`src/rtl/hbl_pkg.sv`:
```
package hbl_pkg;
  localparam int BYTE_W    = 8;
  localparam int IDX_W     = 3;
  localparam int BOARD_W   = 3;
  localparam int NUM_REGS  = 1 << IDX_W;
  localparam int WORD_W    = 2 * BYTE_W;
  localparam int NUM_LANES = 5;

  typedef struct packed {
    logic               spare;
    logic               load;
    logic [BOARD_W-1:0] board;
    logic [IDX_W-1:0]   idx;
  } addr_byte_t;

  // drive-enable lane for each byte register
  function automatic int lane_of(input int idx);
    case (idx)
      0, 1:    lane_of = 2;
      2, 3:    lane_of = 1;
      4:       lane_of = 3;
      5:       lane_of = 4;
      default: lane_of = 0;
    endcase
  endfunction
endpackage

```
`src/rtl/hbl_reset_sync.sv`:
```
module hbl_reset_sync #(
  parameter int STAGES = 2
) (
  input  logic clk,
  input  logic rst_n,
  output logic rst_n_o
);
  logic [STAGES-1:0] rs_q;
  logic [STAGES-1:0] rs_d;

  always_comb rs_d = {rs_q[STAGES-2:0], 1'b1};

  always_ff @(posedge clk or negedge rst_n) begin
    if (!rst_n) rs_q <= '0;
    else        rs_q <= rs_d;
  end

  assign rst_n_o = rs_q[STAGES-1];
endmodule

```
`src/rtl/hbl_strobe_edge.sv`:
```
module hbl_strobe_edge #(
  parameter int SYNC_STAGES = 2
) (
  input  logic clk,
  input  logic rst_n,
  input  logic strobe_i,
  output logic rise_o
);
  logic [SYNC_STAGES:0] chain_q;
  logic [SYNC_STAGES:0] chain_d;

  always_comb chain_d = {chain_q[SYNC_STAGES-1:0], strobe_i};

  always_ff @(posedge clk or negedge rst_n) begin
    if (!rst_n) chain_q <= '0;
    else        chain_q <= chain_d;
  end

  assign rise_o = chain_q[SYNC_STAGES-1] & ~chain_q[SYNC_STAGES];


  single_pulse_chk: assert property (@(posedge clk) disable iff (!rst_n)
    rise_o |=> !rise_o);
endmodule

```
`src/rtl/hbl_addr_ctrl.sv`:
```
module hbl_addr_ctrl
  import hbl_pkg::*;
#(
  parameter int BW = BYTE_W,
  parameter int NR = NUM_REGS
) (
  input  logic               clk,
  input  logic               rst_n,
  input  logic [BW-1:0]      bus_i,
  input  logic               data_rise_i,
  input  logic               addr_rise_i,
  input  logic [BOARD_W-1:0] board_id_i,
  output logic [BW-1:0]      hold_o,
  output logic [NR-1:0]      wr_vec_o
);
  logic [BW-1:0] hold_q, hold_d;
  addr_byte_t    addr_q, addr_d, incoming;
  logic          seen_q, seen_d;
  logic          commit;

  always_comb incoming = addr_byte_t'(bus_i);

  always_comb begin
    hold_d = hold_q;
    addr_d = addr_q;
    seen_d = seen_q;
    if (data_rise_i) hold_d = bus_i;
    if (addr_rise_i) begin
      addr_d = incoming;
      seen_d = 1'b1;
    end
  end

  always_comb begin
    commit = addr_rise_i && seen_q && addr_q.load && !incoming.load &&
             (addr_q.board == incoming.board) && (addr_q.idx == incoming.idx) &&
             (incoming.board == board_id_i);
    wr_vec_o = '0;
    if (commit) wr_vec_o[incoming.idx] = 1'b1;
  end

  always_ff @(posedge clk or negedge rst_n) begin
    if (!rst_n) begin
      hold_q <= '0;
      addr_q <= '0;
      seen_q <= 1'b0;
    end else begin
      hold_q <= hold_d;
      addr_q <= addr_d;
      seen_q <= seen_d;
    end
  end

  assign hold_o = hold_q;


  commit_needs_addr_chk: assert property (@(posedge clk) disable iff (!rst_n)
    (|wr_vec_o) |-> addr_rise_i);

  board_mismatch_chk: assert property (@(posedge clk) disable iff (!rst_n)
    (addr_rise_i && (bus_i[5:3] != board_id_i)) |-> (wr_vec_o == '0));

  first_addr_chk: assert property (@(posedge clk) disable iff (!rst_n)
    !seen_q |-> (wr_vec_o == '0));
endmodule

```
`src/rtl/hbl_reg_bank.sv`:
```
module hbl_reg_bank
  import hbl_pkg::*;
#(
  parameter int BW = BYTE_W,
  parameter int NR = NUM_REGS
) (
  input  logic                   clk,
  input  logic                   rst_n,
  input  logic [NR-1:0]          wr_vec_i,
  input  logic [BW-1:0]          din_i,
  output logic [NR-1:0][BW-1:0]  regs_o
);
  for (genvar g = 0; g < NR; g++) begin : g_reg
    logic [BW-1:0] r_q, r_d;
    always_comb r_d = wr_vec_i[g] ? din_i : r_q;
    always_ff @(posedge clk or negedge rst_n) begin
      if (!rst_n) r_q <= '0;
      else        r_q <= r_d;
    end
    assign regs_o[g] = r_q;
  end


  bank_hold_chk: assert property (@(posedge clk) disable iff (!rst_n)
    (wr_vec_i == '0) |=> (regs_o == $past(regs_o)));

  one_target_chk: assert property (@(posedge clk) disable iff (!rst_n)
    $onehot0(wr_vec_i));
endmodule

```
`src/rtl/hostbyte_loader.sv`:
```
module hostbyte_loader
  import hbl_pkg::*;
#(
  parameter int SYNC_STAGES = 2
) (
  input  logic                 clk,
  input  logic                 rst_n,
  input  logic [BYTE_W-1:0]    host_bus_i,
  input  logic                 addr_stb_i,
  input  logic                 data_stb_i,
  input  logic [BOARD_W-1:0]   board_id_i,
  input  logic [NUM_LANES-1:0] drive_en_i,
  output logic [WORD_W-1:0]    word1_o,
  output logic [WORD_W-1:0]    word2_o,
  output logic [WORD_W-1:0]    word3_o,
  output logic [WORD_W-1:0]    ctl_o
);
  logic                             rst_n_int;
  logic                             addr_rise, data_rise;
  logic [BYTE_W-1:0]                hold;
  logic [NUM_REGS-1:0]              wr_vec;
  logic [NUM_REGS-1:0][BYTE_W-1:0]  regs;
  logic [NUM_REGS-1:0][BYTE_W-1:0]  gated;

  hbl_reset_sync #(.STAGES(2)) u_rst (
    .clk(clk), .rst_n(rst_n), .rst_n_o(rst_n_int));

  hbl_strobe_edge #(.SYNC_STAGES(SYNC_STAGES)) u_addr_edge (
    .clk(clk), .rst_n(rst_n_int), .strobe_i(addr_stb_i), .rise_o(addr_rise));

  hbl_strobe_edge #(.SYNC_STAGES(SYNC_STAGES)) u_data_edge (
    .clk(clk), .rst_n(rst_n_int), .strobe_i(data_stb_i), .rise_o(data_rise));

  hbl_addr_ctrl u_ctrl (
    .clk(clk), .rst_n(rst_n_int), .bus_i(host_bus_i),
    .data_rise_i(data_rise), .addr_rise_i(addr_rise),
    .board_id_i(board_id_i), .hold_o(hold), .wr_vec_o(wr_vec));

  hbl_reg_bank u_bank (
    .clk(clk), .rst_n(rst_n_int), .wr_vec_i(wr_vec),
    .din_i(hold), .regs_o(regs));

  for (genvar b = 0; b < NUM_REGS; b++) begin : g_lane
    localparam int LANE = lane_of(b);
    assign gated[b] = drive_en_i[LANE] ? regs[b] : '0;
  end

  assign word1_o = {gated[7], gated[6]};
  assign word2_o = {gated[3], gated[2]};
  assign word3_o = {gated[1], gated[0]};
  assign ctl_o   = {gated[5], gated[4]};


  ctl_lo_off_chk: assert property (@(posedge clk) disable iff (!rst_n_int)
    !drive_en_i[3] |-> (ctl_o[7:0] == '0));
endmodule

```
`config.mk`:
```
export PLATFORM = sky130hd
export DESIGN_NAME = hostbyte_loader
export DESIGN_NICKNAME = d
export VERILOG_FILES = /design/src/rtl/hbl_pkg.sv /design/src/rtl/hbl_reset_sync.sv /design/src/rtl/hbl_strobe_edge.sv /design/src/rtl/hbl_addr_ctrl.sv /design/src/rtl/hbl_reg_bank.sv /design/src/rtl/hostbyte_loader.sv
export SDC_FILE = /design/constraint.sdc
export NUM_CORES = 1
export LEC_CHECK = 0
export ABC_AREA = 1
export BUFFER_PORTS_ARGS = -buffer_cell sky130_fd_sc_hd__buf_2
export CAP_MARGIN = 25
export CELL_PAD_IN_SITES_DETAIL_PLACEMENT = 0
export CELL_PAD_IN_SITES_GLOBAL_PLACEMENT = 2
export CORE_MARGIN = 3
export CORE_UTILIZATION = 28
export DETAILED_ROUTE_END_ITERATION = 6
export GPL_ROUTABILITY_DRIVEN = 0
export PLACE_DENSITY_LB_ADDON = 0.1
export SLEW_MARGIN = 30
export SYNTH_ARGS = -nofsm -noshare
export SYNTH_HDL_FRONTEND = slang
export SYNTH_HIERARCHICAL = 1
export SYNTH_SLANG_ARGS = --single-unit
export TNS_END_PERCENT = 1
```
`constraint.sdc`:
```
create_clock -name clk -period 2.9 [get_ports clk]
set_clock_uncertainty 0.15 [all_clocks]
set_input_delay 0.725 -clock clk [delete_from_list [all_inputs] [get_ports clk]]
set_output_delay 0.725 -clock clk [all_outputs]
set_load 0.05 [all_outputs]
```
==> impl_metrics.json <==
{
  "drt-vias-per-instance": 4.126,
  "h-tree-depth": 3,
  "grt_max_degree": 54,
  "cp-start-kind": "primary input",
  "first_pass_iters": 4,
  "cts_resized": 0,
  "powerDensity_nw_per_um2": 526.6,
  "synth_cells": 532,
  "hold_path.class": "reg2reg",
  "die_y_microns": 127.0,
  "worstPathRequired_ns": 2.03,
  "post-cts-setup-buffers": 0,
  "die_w_microns": 127.0,
  "seq_area_sq_um": 2206,
  "ys_top_cells_by_area": "dfrtp_1 (54%), nand2_1 (25%), inv_1 (7.0%), buf_6 (3.3%), nor2_1 (1.3%)",
  "wl_microns": 10490,
  "peakVddDrop_v": 0.0002717,
  "yosysUniqueCellTypes": 21,
  "first_iter_violations": 222,
  "rsz0062_at_grt": "false",
  "yosysWarnings": 6,
  "seq_area_frac_synth": 0.5374,
  "initial_core_util": 0.2907,
  "yosys.area.top_type_share": 0.5374,
  "rows": 43,
  "cts-root-buf": "clkbuf_16",
  "tightest_slew_ns": 0.7307,
  "vias": 3284,
  "clock_sinks": 88,
  "p_leak_uw": 0.003225,
  "postRouteAntennaNets": 0,
  "arrival_ns": 1.44,
  "ioPinCount": 84,
  "cts_hold_buffers": 1,
  "track_usage": 0.1367,
  "final_max_slew_viol_count": 0,
  "cts_buffer_depth": 2,
  "status": "finished clean",
  "grt_pass1_vias": 3257,
  "cts_tree": "done",
  "core_sq_um": 14100,
  "num_antenna_cells": 0,
  "die-area_sq_um": 16120,
  "fillers": 1576,
  "cts_made_buffers": 9,
  "nets": 632,
  "remaining_drc_errors": 0,
  "layout-drive-gt1-share": 0.2208,
  "synthToLayoutAreaGrowth_pct": 19.05,
  "maxCapViolCount": 0,
  "fmax_mhz": 432.8,
  "antenna_found_initial": 0,
  "io_buffers": 83,
  "multiInputGateArea_sq_um": 1340,
  "fin_hold_ws_ns": 0.2002,
  "p_sw_uw": 643.3,
  "min_period_over_period": 0.7967,
  "grt-ovfl-total": 0,
  "grt_pass1_wl_microns": 17060,
  "fin_ws_ns": 0.5895,
  "routedWlPerCell_microns": 13.17,
  "setup_viol_count_final": 0,
  "syn_nets": 552,
  "fin_util": 0.3461,
  "synth_area_sq_um": 4098,
  "min_period_ns": 2.311,
  "sw_frac_of_total": 0.2504,
  "internal_power_uw": 1926,
  "place_ws_ns": 0.5015,
  "hold_viol": 0,
  "clk_pin_slew_ns": 0.06,
  "totalNegativeSetupSlack_ns": 0,
  "dp_hpwl_microns": 7169,
  "cp-end-kind": "primary output",
  "path_class": "in2out",
  "p_comb_frac": 0.050,
  "slew-limit-headroom": 0.5129,
  "clk-insertion-delay-late_ns": 0.34,
  "yosys.area.top_type": "dfrtp_1",
  "crit_fanout": 16,
  "clkPwrFrac": 0.421,
  "power.share.sequential": 0.529,
  "syn_avg_cell_area_sq_um": 7.702,
  "ys_ff_latch": 88
}
==> worst paths after layout <==
kind / start / to / slack, ns / cells past startpoint
worst max-delay path: drive_en_i[1] / word2_o[4] / 0.59 / 4
min in group asynchronous: u_rst/rs_q[1]$_DFF_PN0_ / u_bank/g_reg[4].r_q[3]$_DFFE_PN0P_ / 0.24 / 0
worst max register to register: u_addr_edge/chain_q[2]$_DFF_PN0_ / u_bank/g_reg[6].r_q[6]$_DFFE_PN0P_ / 0.89 / 10
worst min-delay path: u_data_edge/chain_q[0]$_DFF_PN0_ / u_data_edge/chain_q[1]$_DFF_PN0_ / 0.20 / 0
max in group asynchronous: u_rst/rs_q[1]$_DFF_PN0_ / u_bank/g_reg[5].r_q[7]$_DFFE_PN0P_ / 1.62 / 1
worst min register to register: u_data_edge/chain_q[0]$_DFF_PN0_ / u_data_edge/chain_q[1]$_DFF_PN0_ / 0.20 / 0
==> metal layers <==
metal	vias up	GRT usage	routed length, microns
met4	0	0.05678	195
met5	-	0	0
met1	1512	0.1816	5012
met3	12	0.02592	455
li1	1698	-	-
met2	62	0.2195	4823
==> per-stage QoR <==
step	power, uW	instance area [sq um]	instances
finish	2569	4878	796
global route	2702	4878	796
CTS	2624	4878	796
detailed placement	1518	4596	780
global placement	1513	4596	780
floorplan	1442	4098	532
==> final cells by class <==
cell class	instances	area share
clock buffer	11	0.05181
clock inverter	4	0.004104
inverter	87	0.06694
multi-input combinational	331	0.2747
sequential	88	0.4522
tap	180	0.04617
timing repair buffer	95	0.1041
==> Yosys cell counts <==
library cell  number
dfrtp_1           88
a21oi_1            5
nand2_2            6
buf_12             1
nor3_1             8
mux2_2             4
conb_1             1
nand3_1            9
nor2_1            14
clkbuf_2           8
or2_2              1
buf_2              3
inv_1             76
nand3_2            1
inv_2             11
nand2_1          272
nor2_2             3
buf_6             12
clkbuf_1           1
buf_8              1
o21ai_0            7
==> sequential cells by signal, summed over array words and instances (netlist names) <==
name	count
u_addr_edge/chain_q	3
u_bank/g.r_q	64
u_ctrl/addr_q	7
u_ctrl/hold_o	8
u_ctrl/seen_q	1
u_data_edge/chain_q	3
u_rst/rs_q	2
==> worst max-delay path, cell delays in order <==
cell and delay [ns]:
buf_2 0.25, nand2_1 0.11, inv_1 0.08, buf_2 0.26
==> kinds of logic (layout without fill, tap and decap cells) <==
kind of cell	Yosys count	in the layout	share of synthesized area
DFF	88	88	0.5374
and+or+nand+nor	314	314	0.3005
muxes	4	4	0.01099
other	1	1	0.0009152
buffers and inverters	113	197	0.1356
AOI/OAI and AO/OA	12	12	0.01465
==> power groups by stage <==
| stage | registers [uW] | clock network, uW | logic, uW |
|---|---|---|---|
| after detailed placement | 1390 | 0 | 130 |
| after CTS | 1360 | 1130 | 131 |
| after global placement | 1390 | 0 | 128 |
| after floorplan | 1320 | 0 | 125 |
| after global routing | 1370 | 1190 | 147 |
| final | 1360 | 1080 | 128 |
==> placed cells by master (no fill, tap or decap), types with 6 or more instances in the layout <==
master	instances
nand2_1	272
dfrtp_1	87
buf_2	83
inv_1	76
nor2_1	14
buf_4	11
inv_2	11
clkbuf_16	9
nand3_1	9
nor3_1	8
o21ai_0	7
nand2_2	6
(Power assumes the default switching activity.)
